File: src/rtl/fpcm_pkg.sv
`timescale 1ns/1ps
// Shared format widths and operation codes for the compare/min-max unit.
// Assumes a binary interchange layout: sign, biased exponent, fraction.
package fpcm_pkg;
    localparam int EXP_W  = 8;
    localparam int MAN_W  = 23;
    localparam int DATA_W = 1 + EXP_W + MAN_W;
    localparam int OP_W   = 4;

    typedef enum logic [OP_W-1:0] {
        OP_EQ  = 4'd0,
        OP_NE  = 4'd1,
        OP_LT  = 4'd2,
        OP_GE  = 4'd3,
        OP_MIN = 4'd4,
        OP_MAX = 4'd5,
        OP_SAT = 4'd6,
        OP_ABS = 4'd7,
        OP_NEG = 4'd8,
        OP_SGN = 4'd9
    } fpcm_op_e;

    // Encoding of +1.0: exponent equal to the bias, fraction zero.
    localparam logic [DATA_W-1:0] ONE_PAT = {2'b00, {(EXP_W-1){1'b1}}, {MAN_W{1'b0}}};
endpackage

File: src/rtl/fpcm_classify.sv
`timescale 1ns/1ps
// Classifies one operand: NaN (max exponent, nonzero fraction) and zero of
// either sign. Purely combinational; the caller supplies the format widths.
module fpcm_classify #(
    parameter int EXP_W = 8,
    parameter int MAN_W = 23,
    localparam int DATA_W = 1 + EXP_W + MAN_W
) (
    input  logic [DATA_W-1:0] x_i,
    output logic              nan_o,
    output logic              zero_o
);
    logic [EXP_W-1:0] exp_f;
    logic [MAN_W-1:0] frac_f;

    // Split the operand into exponent and fraction fields.
    always_comb begin
        exp_f  = x_i[DATA_W-2 -: EXP_W];
        frac_f = x_i[MAN_W-1:0];
    end

    // Flag NaN and zero magnitude.
    always_comb begin
        nan_o  = (&exp_f) && (|frac_f);
        zero_o = ~|x_i[DATA_W-2:0];
    end
endmodule

File: src/rtl/fpcm_order.sv
`timescale 1ns/1ps
// Orders two non-NaN patterns with integer comparators only. The signed
// compare is inverted when both signs are set. The raw order puts -0 below
// +0; equality treats the two zeros as one value. NaNs are the caller's job.
module fpcm_order #(
    parameter int DATA_W = 32
) (
    input  logic [DATA_W-1:0] a_i,
    input  logic [DATA_W-1:0] b_i,
    input  logic              a_zero_i,
    input  logic              b_zero_i,
    output logic              eq_o,
    output logic              below_o
);
    logic both_neg;
    logic s_lt;

    // Signed compare of the patterns and the both-negative correction.
    always_comb begin
        both_neg = a_i[DATA_W-1] & b_i[DATA_W-1];
        s_lt     = $signed(a_i) < $signed(b_i);
        below_o  = s_lt ^ both_neg;
    end

    // Equality: same pattern, or both operands are zeros.
    always_comb begin
        eq_o = (a_i == b_i) || (a_zero_i && b_zero_i);
    end
endmodule

File: src/rtl/fpcm_select.sv
`timescale 1ns/1ps
// Forms the predicate and value results for the chosen operation. It
// assumes the NaN, zero, equality and order terms are already resolved.
// The output an operation does not use is driven to zero.
module fpcm_select
    import fpcm_pkg::*;
#(
    parameter int DATA_W = 32
) (
    input  logic [OP_W-1:0]   op_i,
    input  logic [DATA_W-1:0] a_i,
    input  logic [DATA_W-1:0] b_i,
    input  logic              a_nan_i,
    input  logic              b_nan_i,
    input  logic              a_zero_i,
    input  logic              eq_i,
    input  logic              below_i,
    output logic              flag_o,
    output logic [DATA_W-1:0] value_o
);
    localparam logic [DATA_W-1:0] SIGN_M = {1'b1, {(DATA_W-1){1'b0}}};

    logic any_nan;
    logic num_lt;
    logic pick_a_min;
    logic pick_b_max;
    logic [DATA_W-1:0] sat_val;

    // Shared decision terms.
    always_comb begin
        any_nan    = a_nan_i | b_nan_i;
        num_lt     = !any_nan && !eq_i && below_i;
        pick_a_min = !a_nan_i && (b_nan_i || below_i);
        pick_b_max = a_nan_i || (!b_nan_i && below_i);
        if (a_nan_i || a_i[DATA_W-1])
            sat_val = '0;
        else if (a_i > ONE_PAT)
            sat_val = ONE_PAT;
        else
            sat_val = a_i;
    end

    // Drive the selected result; the unused output stays zero.
    always_comb begin
        flag_o  = 1'b0;
        value_o = '0;
        case (op_i)
            OP_EQ:  flag_o  = !any_nan && eq_i;
            OP_NE:  flag_o  = any_nan || !eq_i;
            OP_LT:  flag_o  = num_lt;
            OP_GE:  flag_o  = !any_nan && !num_lt;
            OP_MIN: value_o = pick_a_min ? a_i : b_i;
            OP_MAX: value_o = pick_b_max ? b_i : a_i;
            OP_SAT: value_o = sat_val;
            OP_ABS: value_o = a_i & ~SIGN_M;
            OP_NEG: value_o = a_i ^ SIGN_M;
            OP_SGN: value_o = a_zero_i ? '0 : (ONE_PAT | (a_i & SIGN_M));
            default: begin
                flag_o  = 1'b0;
                value_o = '0;
            end
        endcase
    end
endmodule

File: src/rtl/fpcm_unit.sv
`timescale 1ns/1ps
// Top of the compare / min-max / saturate unit. Classifies both operands,
// orders them, selects the result, and by default registers both outputs
// (synchronous active-low reset). OUT_REG = 0 gives a combinational path.
module fpcm_unit
    import fpcm_pkg::*;
#(
    parameter bit OUT_REG = 1'b1
) (
    input  logic              clk,
    input  logic              rst_n,
    input  logic [OP_W-1:0]   op_i,
    input  logic [DATA_W-1:0] a_i,
    input  logic [DATA_W-1:0] b_i,
    output logic              flag_o,
    output logic [DATA_W-1:0] value_o
);
    localparam int N_OPND = 2;

    logic [N_OPND-1:0][DATA_W-1:0] opnd;
    logic [N_OPND-1:0]             is_nan;
    logic [N_OPND-1:0]             is_zero;
    logic                          eq_w;
    logic                          below_w;
    logic                          flag_c;
    logic [DATA_W-1:0]             value_c;

    // Gather the operands so both are classified the same way.
    always_comb begin
        opnd[0] = a_i;
        opnd[1] = b_i;
    end

    for (genvar g = 0; g < N_OPND; g++) begin : g_cls
        fpcm_classify #(.EXP_W(EXP_W), .MAN_W(MAN_W)) u_cls (
            .x_i    (opnd[g]),
            .nan_o  (is_nan[g]),
            .zero_o (is_zero[g])
        );
    end

    fpcm_order #(.DATA_W(DATA_W)) u_ord (
        .a_i      (a_i),
        .b_i      (b_i),
        .a_zero_i (is_zero[0]),
        .b_zero_i (is_zero[1]),
        .eq_o     (eq_w),
        .below_o  (below_w)
    );

    fpcm_select #(.DATA_W(DATA_W)) u_sel (
        .op_i     (op_i),
        .a_i      (a_i),
        .b_i      (b_i),
        .a_nan_i  (is_nan[0]),
        .b_nan_i  (is_nan[1]),
        .a_zero_i (is_zero[0]),
        .eq_i     (eq_w),
        .below_i  (below_w),
        .flag_o   (flag_c),
        .value_o  (value_c)
    );

    if (OUT_REG) begin : g_reg
        // Output register stage, cleared by reset.
        always_ff @(posedge clk) begin
            if (!rst_n) begin
                flag_o  <= 1'b0;
                value_o <= '0;
            end else begin
                flag_o  <= flag_c;
                value_o <= value_c;
            end
        end
    end else begin : g_comb
        // Direct combinational outputs.
        always_comb begin
            flag_o  = flag_c;
            value_o = value_c;
        end
    end
endmodule

File: config.mk
export PLATFORM = sky130hd
export DESIGN_NAME = fpcm_unit
export DESIGN_NICKNAME = d
export VERILOG_FILES = /design/src/rtl/fpcm_pkg.sv /design/src/rtl/fpcm_classify.sv /design/src/rtl/fpcm_order.sv /design/src/rtl/fpcm_select.sv /design/src/rtl/fpcm_unit.sv
export SDC_FILE = /design/constraint.sdc
export NUM_CORES = 1
export LEC_CHECK = 0
export ABC_AREA = 1
export CORE_MARGIN = 2
export CORE_UTILIZATION = 54
export CTS_CLUSTER_DIAMETER = 200
export CTS_CLUSTER_SIZE = 20
export DETAILED_ROUTE_END_ITERATION = 12
export GPL_ROUTABILITY_DRIVEN = 1
export GPL_TIMING_DRIVEN = 0
export PLACE_DENSITY = 0.88
export SYNTH_ARGS = -nofsm -noshare
export SYNTH_HDL_FRONTEND = slang
export SYNTH_SLANG_ARGS = --single-unit
File: constraint.sdc
create_clock -name clk -period 5.65 [get_ports clk]
set_clock_uncertainty 0.2 [all_clocks]
set_input_delay 1.4125 -clock clk [delete_from_list [all_inputs] [get_ports clk]]
set_output_delay 1.4125 -clock clk [all_outputs]
set_load 0.02 [all_outputs]
## Yosys cells after proc, flatten, opt, wreduce, memory -nomap -nowiden

Cells that the tools add are included.

- Input bits: 70
- Logic and storage cells: 53
- Register bits: 33
- Output and inout bits: 33

- Multiplexer cells: 7
- Bitwise logic cells: 4
- Eq/ne operators: 10
- Reduce and logical (&&, ||, !) cells: 28
- $lt $le $gt $ge: 2

Operators with widths:

| cell | count |
|---|---|
| $pmux W32 S6 | 1 |
| $mux W32 | 5 |
| $reduce_or A31 Y1 | 2 |
| $reduce_or A23 Y1 | 2 |
| $eq A32 B32 Y1 | 1 |
| $gt A32 B30 Y1 const B | 1 |
| $lt A32 B32 Y1 | 1 |
| $eq A4 B3 Y1 const B | 4 |
| $reduce_and A8 Y1 | 2 |
| $logic_and A1 B1 Y1 | 9 |
| $eq A4 B2 Y1 const B | 2 |
| $eq A4 B4 Y1 const B | 2 |
| $logic_not A1 Y1 | 7 |
| $logic_or A1 B1 Y1 | 5 |
| $eq A4 B1 Y1 const B | 1 |
| $logic_not A4 Y1 | 1 |
| $pmux W1 S4 | 1 |
| $and A1 B1 Y1 | 1 |
| $not A1 Y1 | 1 |
| $or A1 B1 Y1 | 1 |
| $xor A1 B1 Y1 | 1 |

## Logic depth before layout (Yosys ltp)

- Depth after elaboration: 10
- Mapped depth: 23
- Gate-level depth less buffers: 23

## By module

From an unflattened synthesis, not the netlist that was laid out.

- Cells, all modules: 664
- Area, all modules: 3903.7 um^2

Modules (own cells, without submodules):

| module | cells an instance | area each (um^2) | instances | seq. area each (um^2) |
|---|---|---|---|---|
| fpcm_select | 336 | 1684.1 | 1 | 0.0 |
| fpcm_unit | 103 | 982.2 | 1 | 660.6 |
| fpcm_order | 151 | 922.1 | 1 | 0.0 |
| fpcm_classify | 37 | 157.7 | 2 | 0.0 |

## Worst setup path before layout

No wires, ideal clock.

- Kind: input port to flip-flop
- From: in b_i[29]
- To: reg value_o[18]
- Library setup time: 133 ps
- Path buffers: 2
- Path slack: 2121 ps
- Cell stages on the path: 17
- Data required time: 5317 ps
- Data arrival time: 3196 ps
- Path through: inv_1 > ha_1 > a21o_1 > a21boi_1 > nand2_1 > a21oi_1 > nand2_1 > nand2_1 > nand3_1 > nand3_4 > nand2_2 > buf_6 > buf_12 > nand3_2 > nand3_1 > nor2_1 > nor2_2

- Word-level cells in the longest chain between the ends: 7
- Elaborated cells between the ends (all ways): 12
- Classes of those cells: order compare (1); mux (3); bitwise (1); reduce/logical (7)

Ends and longest elaborated chain:

| what | RTL line | text |
|---|---|---|
| start: declaration | fpcm_unit.sv:14 | `input logic [DATA_W-1:0] b_i,` |
| parallel branches: the longest is 6 deep, another holds $lt A32 B32 Y1 | -- |  |
| $pmux W32 S6 (*) | fpcm_select.sv:47 | `case (op_i)` |
| end signal: assignment | fpcm_unit.sv:72 | `value_o <= value_c;` |
| end: declaration | fpcm_unit.sv:16 | `output logic [DATA_W-1:0] value_o` |

Mark *: on every way between the ends.
A chain may end at the register's enable or synchronous reset.

## Final worst setup path

- From: in a_i[31]
- To: reg value_o[23]

- Word-level cells in the longest chain between the ends: 6
- Elaborated cells between the ends (all ways): 14
- Classes of those cells: order compare (2); mux (5); bitwise (2); reduce/logical (5)

Ends and longest elaborated chain:

| what | RTL line | text |
|---|---|---|
| start: declaration | fpcm_unit.sv:13 | `input logic [DATA_W-1:0] a_i,` |
| $lt A32 B32 Y1 or $and A1 B1 Y1 (tied branches) | fpcm_order.sv:21, fpcm_order.sv:20 |  |
| $xor A1 B1 Y1 | fpcm_order.sv:22 | `below_o = s_lt ^ both_neg;` |
| $logic_and A1 B1 Y1 or $logic_or A1 B1 Y1 (tied branches) | fpcm_select.sv:34, fpcm_select.sv:33 |  |
| $logic_or A1 B1 Y1 or $logic_and A1 B1 Y1 (tied branches) | fpcm_select.sv:34, fpcm_select.sv:33 |  |
| $mux W32, on equally long branches | fpcm_select.sv:53, fpcm_select.sv:52 |  |
| $pmux W32 S6 (*) | fpcm_select.sv:47 |  |

Mark *: on every way between the ends. The rest lies on a longest branch, timed or not.

==> flow_metrics.py <==
metrics = {
    "outcome": {
        "status": "completed",
    },
    "logic_synthesis": {
        "synth_nets": 701,
        "yosysUniqueCellTypes": 30,
        "synth-simple-area-share": 0.493,
        "yosys.area.top_type": "dfxtp_1",
        "synthXorXnorAreaFrac": 0,
        "synth_top_family_by_area": "simple AND/OR/NAND/NOR gates",
        "synth_area_leaders": "dfxtp_1 (18%), ha_1 (11%), nand3_1 (11%)",
        "synth_flop_cell": "dfxtp_1",
        "yosysMostFrequentCell": "inv_1",
        "muxShareOfSynthArea": 0,
        "avgSynthCellArea_sq_um": 6.31,
        "synth_top_area_share": 0.175,
        "syn_inst": 598,
        "synth_fa_ha_area_frac": 0.109,
        "ys_async_sr_fraction": 0,
        "ys_warn_count": 0,
        "synth-seq-cells": 33,
        "synth-edff-count": 0,
        "yosys-top-cells-count": "inv_1 (83), nor2_1 (82), nand3_1 (80)",
        "yosysSeqAreaShare": 0.175,
        "synth_compound_area_frac": 0.0928,
        "synth_area_sq_mm": 0.00377,
    },
    "clocking": {
        "cts_tree": "built",
        "clk_pin_slew_worst_paths_ps": 80,
        "cts_max_level": 2,
        "post_cts_resized": 0,
        "clockBufferDepth": 2,
        "ctsHoldBuffers": 0,
        "cts_buffers": 5,
        "clock_sinks": 33,
        "cts_setup_buffers": 0,
        "cts_root_buffer": "clkbuf_8",
    },
    "hold_path": {
        "hp-class": "primary input to flip-flop",
    },
    "global_route": {
        "grt_max_degree": 11,
        "first_global_vias": 4307,
        "grt_first_pass_wirelength_um": 19600,
        "grtUsageTotal": 0.322,
        "antenna_found_initial": 0,
        "overflow": 0,
    },
    "timing": {
        "hold_ws_ps": 1550,
        "timing.final.ws_setup_ps": 1400,
        "slew_viol_final": 0,
        "hold_viol": 0,
        "finalCritPeriodShare": 0.753,
        "tns_ps": 0,
        "fmax_mhz": 235,
        "max-slew-margin-rel": 0.474,
        "rsz0062_at_grt": "no",
        "worst_slew_pin_slew_ps": 790,
        "fin_crit_ps": 4250,
        "final-setup-viol-count": 0,
    },
    "detailed_routing": {
        "num_vias": 4649,
        "wl_met1_um": 4740,
        "avgRoutedWirePerCell_um": 15.6,
        "drc": 0,
        "wl_met3_um": 1140,
        "drt-initial-drc-count": 355,
        "wirelength_um": 12500,
        "detail_route.vias_per_cell": 5.79,
        "first_pass_iters": 7,
        "antenna_left": 0,
        "wl_met2_um": 6120,
        "top_layer": "met4",
    },
    "final_layout": {
        "drive_above_1_share": 0.119,
        "area_growth_pct": 32.5,
        "instances_no_fill": 803,
        "diodes": 0,
        "final_nets": 810,
    },
    "floorplan": {
        "die_y_um": 87.6,
        "ioPinCount": 103,
        "start_util": 0.555,
        "coreArea_sq_mm": 0.00679,
        "die_area_sq_mm": 0.00767,
        "num_rows": 30,
        "die_w_um": 87.6,
    },
    "worst_setup_path": {
        "crit_required_ps": 5590,
        "crit_type": "primary input to flip-flop",
        "crit_arrival_ps": 4200,
        "worstSetupEndpointType": "flip-flop",
        "critPathMaxFanout": 10,
        "critPathLaunchType": "primary input",
    },
    "place": {
        "pre_cts_ws_ps": 1140,
        "hpwl_um": 9680,
        "io_buffers": 102,
        "gp_congestion": 0.960,
        "placed_cells": 796,
    },
    "power_and_ir_drop": {
        "p_sw_frac": 0.384,
        "switchingPower_w": 0.000304,
        "p_int_w": 0.000488,
        "power_frac_clock": 0.239,
        "power.density_mw_per_mm2": 158,
        "pwr-share-comb": 0.449,
        "p_seq_frac": 0.312,
        "p_leak_nw": 2.29,
        "ir_worst_vdd_mv": 0.0812,
    },
    "job": {
        "drv_cap": 0,
    },
}
## layer usage
metal | up-vias | GRT usage
met3 | 53 | 0.0292
met5 | - | 0
met2 | 303 | 0.581
li1 | 2219 | -
met4 | 0 | 0.165
met1 | 2074 | 0.377
## power by group through the flow
stage	combinational (W)	clock, W	sequential [W]
2_1_floorplan	0.000187	0	0.000268
3_3_place_gp	0.000339	0	0.000252
3_5_place_dp	0.000347	0	0.000253
4_1_cts	0.000350	0.000187	0.000248
5_1_grt	0.000385	0.000196	0.000248
6_report	0.000355	0.000189	0.000247
## registers in the layout, indices dropped and copies added (netlist names)
register / cells
value_o: 32
flag_o: 1
## per-stage QoR
step	util	total power [W]	area (sq um)
after global routing	0.736	0.000828	5000
after floorplan	-	0.000455	3770
after global placement	0.723	0.000591	4910
after detailed placement	0.723	0.000600	4910
after CTS	0.736	0.000784	5000
final	0.736	0.000792	5000
## worst max-delay path: stages
cell	delay, ps
clkdlybuf4s50_1	590
ha_1	440
nand2_1	100
nor2_2	140
nand2_2	90
nor3b_2	220
nand2_1	100
nand2_1	60
nand2_1	60
nand3_2	90
nand2_2	110
nand2_4	120
nand2_4	80
buf_4	190
nand3_1	80
nand3_1	80
nor2_1	170
nor2_1	60
## final timing paths
path / slack [ps] / cells after the start / from / endpoint
setup / recovery: 1400 / 18 / a_i[31] / value_o[23]$_SDFF_PN0_
hold / removal: 1550 / 3 / rst_n / value_o[30]$_SDFF_PN0_
## layout by cell type, fill, tap and decap left out, drive strengths merged
cell / Yosys / layout
a21boi: 12 / 12
a21o: 2 / 2
a21oi: 35 / 35
buf: 18 / 18
clkbuf: 12 / 19
clkdlybuf4s50: 0 / 102
dfxtp: 33 / 33
ha: 33 / 33
inv: 83 / 83
nand2: 85 / 85
nand3: 106 / 106
nand4: 44 / 44
nor2: 106 / 106
nor3: 7 / 7
nor3b: 1 / 1
nor4: 7 / 7
o21ai: 11 / 11
o21bai: 1 / 1
o31ai: 1 / 1
or2: 1 / 1
## cell families (layout without fill, tap and decap cells)
group	count (synthesis)	in the layout
fa+ha+maj	33	33
compound gates	62	62
simple gates	357	357
buf+inv	113	222
flops	33	33
## final cells by class
type	instances	area, sq um
multi-input combinational	452	2620
fill	567	1790
timing repair buffer	102	1020
sequential	33	661
inverter	83	312
buffer	30	179
tap	96	120
clock buffer	7	86.3
(Power assumes the default switching activity.)
